<file path="src/rtl/fnd_pkg.sv">
package fnd_pkg;

    typedef enum logic [1:0] {
        ST_BOOT    = 2'd0,
        ST_SWALLOW = 2'd1,
        ST_MAIN    = 2'd2
    } fnd_state_e;

endpackage

</file>
<file path="src/rtl/fnd_frac_acc.sv">
module fnd_frac_acc #(
    parameter int NUM_W = 4,
    parameter int DEN   = 13,
    parameter int ACC_W = $clog2(DEN)
) (
    input  logic             clk,
    input  logic             rst_n,
    input  logic             step_i,
    input  logic [NUM_W-1:0] numer_i,
    output logic             carry_o
);
    localparam int NUM_MAX = DEN - 1;

    logic [ACC_W-1:0] acc_q;
    logic [ACC_W-1:0] acc_d;
    int               num_i;
    int               sum_i;

    // saturate numerator, add, and fold back modulo DEN
    always_comb begin
        num_i = int'(numer_i);
        if (num_i > NUM_MAX) begin
            num_i = NUM_MAX;
        end
        sum_i   = int'(acc_q) + num_i;
        carry_o = (sum_i >= DEN);
        if (carry_o) begin
            acc_d = ACC_W'(sum_i - DEN);
        end else begin
            acc_d = ACC_W'(sum_i);
        end
    end

    always_ff @(posedge clk or negedge rst_n) begin
        if (!rst_n) begin
            acc_q <= '0;
        end else if (step_i) begin
            acc_q <= acc_d;
        end
    end

    AST_ACC_BELOW_DEN: assert property (@(posedge clk) disable iff (!rst_n)
        int'(acc_q) < DEN);

    AST_WRAP_SHRINKS: assert property (@(posedge clk) disable iff (!rst_n)
        (step_i && carry_o) |=> (acc_q < $past(acc_q)));

endmodule

</file>
<file path="src/rtl/fnd_prog_clamp.sv">
module fnd_prog_clamp #(
    parameter int PG_W   = 10,
    parameter int SE_W   = 5,
    parameter int PG_MIN = 18
) (
    input  logic [PG_W-1:0] prog_i,
    input  logic [SE_W-1:0] seff_i,
    output logic [PG_W-1:0] prog_o
);
    localparam int SE_MAX = (1 << SE_W) - 1;

    generate
        if (PG_MIN > SE_MAX) begin : g_fixed_floor
            // every legal swallow is below the floor: a plain minimum suffices
            always_comb begin
                prog_o = (int'(prog_i) < PG_MIN) ? PG_W'(PG_MIN) : prog_i;
            end
        end else begin : g_swallow_floor
            int floor_i;
            always_comb begin
                floor_i = int'(seff_i) + 1;
                if (floor_i < PG_MIN) begin
                    floor_i = PG_MIN;
                end
                prog_o = (int'(prog_i) < floor_i) ? PG_W'(floor_i) : prog_i;
            end
        end
    endgenerate

endmodule

</file>
<file path="src/rtl/fnd_count_fsm.sv">
module fnd_count_fsm
    import fnd_pkg::*;
#(
    parameter int PG_W = 10,
    parameter int SE_W = 5
) (
    input  logic            clk,
    input  logic            rst_n,
    input  logic [PG_W-1:0] ld_prog_i,
    input  logic [SE_W-1:0] ld_swal_i,
    output logic            load_o,
    output logic            mod_sel_o,
    output logic            pulse_o
);
    fnd_state_e      state_q, state_d;
    logic [PG_W-1:0] cnt_q, cnt_d;
    logic [SE_W-1:0] swl_q, swl_d;

    // outputs
    always_comb begin
        mod_sel_o = (state_q == ST_SWALLOW);
        pulse_o   = (state_q == ST_MAIN) && (cnt_q == PG_W'(1));
        load_o    = (state_q == ST_BOOT) || pulse_o;
    end

    // next state
    always_comb begin
        state_d = state_q;
        cnt_d   = cnt_q;
        swl_d   = swl_q;
        if (load_o) begin
            cnt_d   = ld_prog_i;
            swl_d   = ld_swal_i;
            state_d = (ld_swal_i != '0) ? ST_SWALLOW : ST_MAIN;
        end else begin
            unique case (state_q)
                ST_SWALLOW: begin
                    cnt_d = cnt_q - 1'b1;
                    swl_d = swl_q - 1'b1;
                    if (swl_q == SE_W'(1)) begin
                        state_d = ST_MAIN;
                    end
                end
                ST_MAIN: begin
                    cnt_d = cnt_q - 1'b1;
                end
                default: begin
                    state_d = ST_BOOT;
                end
            endcase
        end
    end

    // state register
    always_ff @(posedge clk or negedge rst_n) begin
        if (!rst_n) begin
            state_q <= ST_BOOT;
            cnt_q   <= '0;
            swl_q   <= '0;
        end else begin
            state_q <= state_d;
            cnt_q   <= cnt_d;
            swl_q   <= swl_d;
        end
    end

    AST_PULSE_SINGLE: assert property (@(posedge clk) disable iff (!rst_n)
        pulse_o |=> !pulse_o);

    AST_NO_REENTER_SWALLOW: assert property (@(posedge clk) disable iff (!rst_n)
        (state_q == ST_MAIN && !pulse_o) |=> !mod_sel_o);

    AST_LOAD_LEGAL: assert property (@(posedge clk) disable iff (!rst_n)
        load_o |-> (ld_prog_i > {{(PG_W-SE_W){1'b0}}, ld_swal_i}));

    AST_CNT_LIVE: assert property (@(posedge clk) disable iff (!rst_n)
        (state_q != ST_BOOT) |-> (cnt_q != '0));

endmodule

</file>
<file path="src/rtl/fracn_pulse_swallow_div.sv">
module fracn_pulse_swallow_div #(
    parameter int SW_W   = 4,
    parameter int PG_W   = 10,
    parameter int NUM_W  = 4,
    parameter int DEN    = 13,
    parameter int PG_MIN = 18
) (
    input  logic             clk_presc,
    input  logic             rst_n,
    input  logic [SW_W-1:0]  swallow_i,
    input  logic [PG_W-1:0]  program_i,
    input  logic [NUM_W-1:0] numer_i,
    output logic             modsel17_o,
    output logic             cmp_pulse_o
);
    localparam int SE_W = SW_W + 1;

    logic            load_w;
    logic            carry_w;
    logic [SE_W-1:0] seff_w;
    logic [PG_W-1:0] prog_w;

    assign seff_w = {1'b0, swallow_i} + {{(SE_W-1){1'b0}}, carry_w};

    fnd_frac_acc #(
        .NUM_W (NUM_W),
        .DEN   (DEN)
    ) u_acc (
        .clk     (clk_presc),
        .rst_n   (rst_n),
        .step_i  (load_w),
        .numer_i (numer_i),
        .carry_o (carry_w)
    );

    fnd_prog_clamp #(
        .PG_W   (PG_W),
        .SE_W   (SE_W),
        .PG_MIN (PG_MIN)
    ) u_clamp (
        .prog_i (program_i),
        .seff_i (seff_w),
        .prog_o (prog_w)
    );

    fnd_count_fsm #(
        .PG_W (PG_W),
        .SE_W (SE_W)
    ) u_fsm (
        .clk       (clk_presc),
        .rst_n     (rst_n),
        .ld_prog_i (prog_w),
        .ld_swal_i (seff_w),
        .load_o    (load_w),
        .mod_sel_o (modsel17_o),
        .pulse_o   (cmp_pulse_o)
    );

    AST_SEFF_BOUND: assert property (@(posedge clk_presc) disable iff (!rst_n)
        load_w |-> (seff_w <= {1'b0, swallow_i} + SE_W'(1)));

endmodule

</file>
<file path="config.mk">
export PLATFORM = sky130hd
export DESIGN_NAME = fracn_pulse_swallow_div
export DESIGN_NICKNAME = d
export VERILOG_FILES = /design/src/rtl/fnd_pkg.sv /design/src/rtl/fnd_frac_acc.sv /design/src/rtl/fnd_prog_clamp.sv /design/src/rtl/fnd_count_fsm.sv /design/src/rtl/fracn_pulse_swallow_div.sv
export SDC_FILE = /design/constraint.sdc
export NUM_CORES = 1
export LEC_CHECK = 0
export BUFFER_PORTS_ARGS = -buffer_cell sky130_fd_sc_hd__buf_4
export CORE_ASPECT_RATIO = 0.9
export CORE_MARGIN = 2
export CORE_UTILIZATION = 30
export CTS_CLUSTER_DIAMETER = 200
export DETAILED_ROUTE_END_ITERATION = 8
export MAX_ROUTING_LAYER = met4
export PLACE_DENSITY_LB_ADDON = 0.3
export SYNTH_ARGS = -nofsm -noshare
export SYNTH_HDL_FRONTEND = slang
export SYNTH_HIERARCHICAL = 1
export SYNTH_SLANG_ARGS = --single-unit
</file>
<file path="constraint.sdc">
create_clock -name clk_presc -period 6.45 [get_ports clk_presc]
set_input_delay 0 -clock clk_presc [delete_from_list [all_inputs] [get_ports clk_presc]]
set_output_delay 0 -clock clk_presc [all_outputs]
set_load 0.01 [all_outputs]
</file>
==> results.json <==
{
  "status": "finished clean",
  "wirelength_um": 5280,
  "multi_input_comb_area_um2": 1460,
  "cp_cell_sequence": "ha_1 -> fa_1 -> inv_1 -> ha_1 -> nor3_1 -> a311oi_1 -> a21boi_1 -> inv_1 -> ha_1 -> ha_1 -> xor2_1 -> inv_1 -> nor3_1 -> inv_1 -> ha_1 -> or4_4 -> nor2_2 -> o221ai_2 -> a211o_1 -> mux2i_1 -> and3_1 -> a211o_1",
  "diodes": 0,
  "coreArea_um2": 7000,
  "crit_type": "reg2reg",
  "grt_pass1_wl_um": 8670,
  "num-nets-final": 308,
  "fill_cells": 727,
  "finalMaxSlewViolations": 0,
  "netlist_area_um2": 2160,
  "cts.clk_slew.worst_paths_ns": 0.08,
  "final-hold-violation-count": 0,
  "h-tree-depth": 1,
  "drv_cap": 0,
  "synth_simple_gate_area_share_pct": 24.3,
  "cp.arrival_ns": 5.82,
  "pwr-share-comb_pct": 63.3,
  "synthAdderAreaFrac_pct": 11.9,
  "cts_sinks": 21,
  "final_common_cell": "inv_1",
  "cts_setup_buffers": 0,
  "rsz0062_at_grt": "no",
  "dieArea_um2": 7890,
  "cts_hold_buf": 3,
  "end_kind": "flip-flop",
  "vias": 1979,
  "crit_start": "u_acc/acc_q[0]$_DFFE_PN0P_",
  "grtUsageTotal_pct": 13.9,
  "overflow": 0,
  "worstHoldPathType": "in2reg",
  "area_growth_pct": 12.2,
  "synth-edff-count": 0,
  "dp_hpwl_um": 3990,
  "yosys_register_bits": 21,
  "antenna_found_initial": 0,
  "ios": 22,
  "cts-root-buf": "clkbuf_8",
  "p_sw_share_pct": 50.0,
  "regArea_um2": 526,
  "syn-instance-count": 255,
  "cts_buffer_depth": 2,
  "ys_seq_area_share_pct": 24.3,
  "synthMuxAreaShare_pct": 3.01,
  "clk_latency_ns": 0.26,
  "tritoncts": "built",
  "synth_nets": 294,
  "slowest_stage": "fa_1",
  "cp.required_ns": 6.60,
  "setup-violations-final": 0,
  "maxSlewHeadroom_pct": 54.4,
  "synth_top_family_by_area": "compound AO/OA/AOI/OAI gates",
  "first_pass_iters": 4,
  "crit_buf_inv": 4,
  "ant_nets": 0,
  "drt-initial-drc-count": 163,
  "synth_compound_area_share_pct": 25.8,
  "met3WireLength_um": 313,
  "leakage_nw": 1.04,
  "ys_types": 76,
  "p_sw_mw": 0.535,
  "drc": 0,
  "wl_met2_um": 2280,
  "rows": 29,
  "cts_buffers": 3,
  "gp_congestion": 0.863,
  "synth-xor-area-share_pct": 2.43,
  "initial_core_util_pct": 30.8,
  "min_from": "program_i[7]",
  "setup_tns_ns": 0,
  "grt_max_degree": 22,
  "p_per_area_nw_per_um2": 442,
  "top_layer_used": "met4",
  "cp_top_family": "adder cells",
  "port_buffers": 21,
  "vdd.ir_drop.worst_mv": 0.197,
  "synth_flop_cell": "dfrtp_1",
  "fmax_ghz": 0.177,
  "cp_common_cell": "ha_1",
  "cts-resized-gates": 0,
  "layout_common_cells": "inv_1 (23), buf_4 (21), dfrtp_1 (21), ha_1 (18), nand2_1 (16)",
  "rr_startpoint": "u_acc/acc_q[0]$_DFFE_PN0P_",
  "start_kind": "flip-flop",
  "grt_pass1_vias": 1773,
  "wirelength_met1_um": 2640,
  "period_minus_slack_ns": 5.66,
  "synth_warnings": 6,
  "avgSynthCellArea_um2": 8.47,
  "clock_skew_ns": 0.00731,
  "wl_per_cell_um": 14.6,
  "die_h_um": 84.5,
  "p_clk_share_pct": 8.2,
  "async_flop_share_pct": 100,
  "whs_ns": 0.0443,
  "seq_power_share_pct": 28.4,
  "internal_power_mw": 0.535,
  "cp_max_fo": 8,
  "critPathMaxStageDelay_ns": 0.55,
  "worst_pin_slew_ns": 0.684,
  "die_x_um": 93.4,
  "fin_crit_sh_pct": 87.8,
  "final_layout_size_suffix_gt1_share_pct": 16.4,
  "via_per_inst": 5.48
}
## worst register-to-register path: stages, from the launching register on
cell,delay [ns]
dfrtp_1,0.38
ha_1,0.23
fa_1,0.55
inv_1,0.08
ha_1,0.20
nor3_1,0.23
a311oi_1,0.07
a21boi_1,0.34
inv_1,0.08
ha_1,0.22
ha_1,0.22
xor2_1,0.52
inv_1,0.16
nor3_1,0.33
inv_1,0.08
ha_1,0.18
or4_4,0.47
nor2_2,0.12
o221ai_2,0.11
a211o_1,0.39
mux2i_1,0.15
and3_1,0.17
a211o_1,0.26
## area by class of cell
cell class / count / area share (%)
Clock buffer: 4 / 1.86
Sequential cell: 21 / 21.7
Inverter: 24 / 3.77
Tap cell: 93 / 4.80
Timing Repair Buffer: 24 / 7.75
Multi-Input combinational cell: 195 / 60.1
## logic make-up (layout without fill, tap and decap cells)
group / Yosys count / in the layout
and+or+nand+nor: 91 / 91
muxes: 6 / 6
adders and majority gates: 20 / 20
AOI/OAI and AO/OA: 72 / 72
DFF: 21 / 21
xor gates and xnor gates: 6 / 6
buffers and inverters: 39 / 52
## per-stage QoR
step	instance area [µm²]	setup WS (ns)	total power, mW	std cells	utilization, %
detailed placement	2350	0.840	0.976	354	33.5
global placement	2350	1.05	0.973	354	33.5
floorplan	2160	1.42	0.834	255	-
finish	2420	0.788	1.07	361	34.6
global route	2420	0.404	1.18	361	34.6
CTS	2420	0.828	1.07	361	34.6
## synthesized netlist by cell type, types with 2 or more instances
library cell | number | share of area, %
a211o_1 | 4 | 1.6
a211oi_1 | 3 | 1.0
a21boi_0 | 2 | 0.70
a21oi_1 | 14 | 3.2
a221o_1 | 2 | 0.93
a311oi_1 | 3 | 1.2
a31oi_1 | 2 | 0.58
and2_1 | 3 | 0.87
buf_1 | 2 | 0.35
buf_6 | 3 | 1.6
clkbuf_1 | 8 | 1.4
dfrtp_1 | 21 | 24
ha_1 | 18 | 10
inv_1 | 23 | 4.0
mux2i_1 | 5 | 2.3
nand2_1 | 16 | 2.8
nand2b_1 | 5 | 1.4
nand3_1 | 11 | 2.5
nand4_1 | 3 | 0.87
nand4b_1 | 2 | 0.81
nor2_1 | 13 | 2.3
nor2b_1 | 2 | 0.58
nor3_1 | 5 | 1.2
nor4_1 | 2 | 0.58
o2111ai_1 | 2 | 0.81
o211ai_1 | 2 | 0.70
o21ai_0 | 9 | 2.1
o21bai_1 | 2 | 0.70
o22ai_1 | 3 | 0.87
o31ai_1 | 3 | 1.0
or2_2 | 2 | 0.58
or3_1 | 7 | 2.0
or4_1 | 6 | 2.1
xnor2_1 | 3 | 1.2
xor2_1 | 3 | 1.2
## power by group through the flow
stage                     Sequential, mW  Combinational (mW)  Clock [mW]
after floorplan                    0.253               0.581           0
after detailed placement           0.304               0.672           0
after CTS                          0.302               0.677      0.0922
final                              0.304               0.678      0.0881
after global routing               0.320               0.766      0.0967
after global placement             0.304               0.669           0
## path summary, 6_finish.rpt
path                       cells past startpoint                         end  slack, ns
max in group asynchronous                      2  u_acc/acc_q[0]$_DFFE_PN0P_       6.05
max                                           22  u_fsm/cnt_q[3]$_DFFE_PN0P_       0.79
min reg2reg                                    2  u_acc/acc_q[0]$_DFFE_PN0P_       0.51
min                                            3  u_fsm/cnt_q[7]$_DFFE_PN0P_       0.04
max reg2reg                                   22  u_fsm/cnt_q[3]$_DFFE_PN0P_       0.79
min in group asynchronous                      2  u_fsm/cnt_q[5]$_DFFE_PN0P_       0.16
## routing by layer
layer	GRT usage, %	vias to the layer above
li1	-	977
met1	20.9	951
met2	19.4	49
met3	1.62	2
met4	4.01	0
met5	-	-
## state kept, by name, indices dropped and copies added, names as in the netlist
register       count
u_fsm/cnt_q       10
u_acc/acc_q        4
u_fsm/swl_q        5
u_fsm/state_q      2
(Power assumes the default switching activity.)
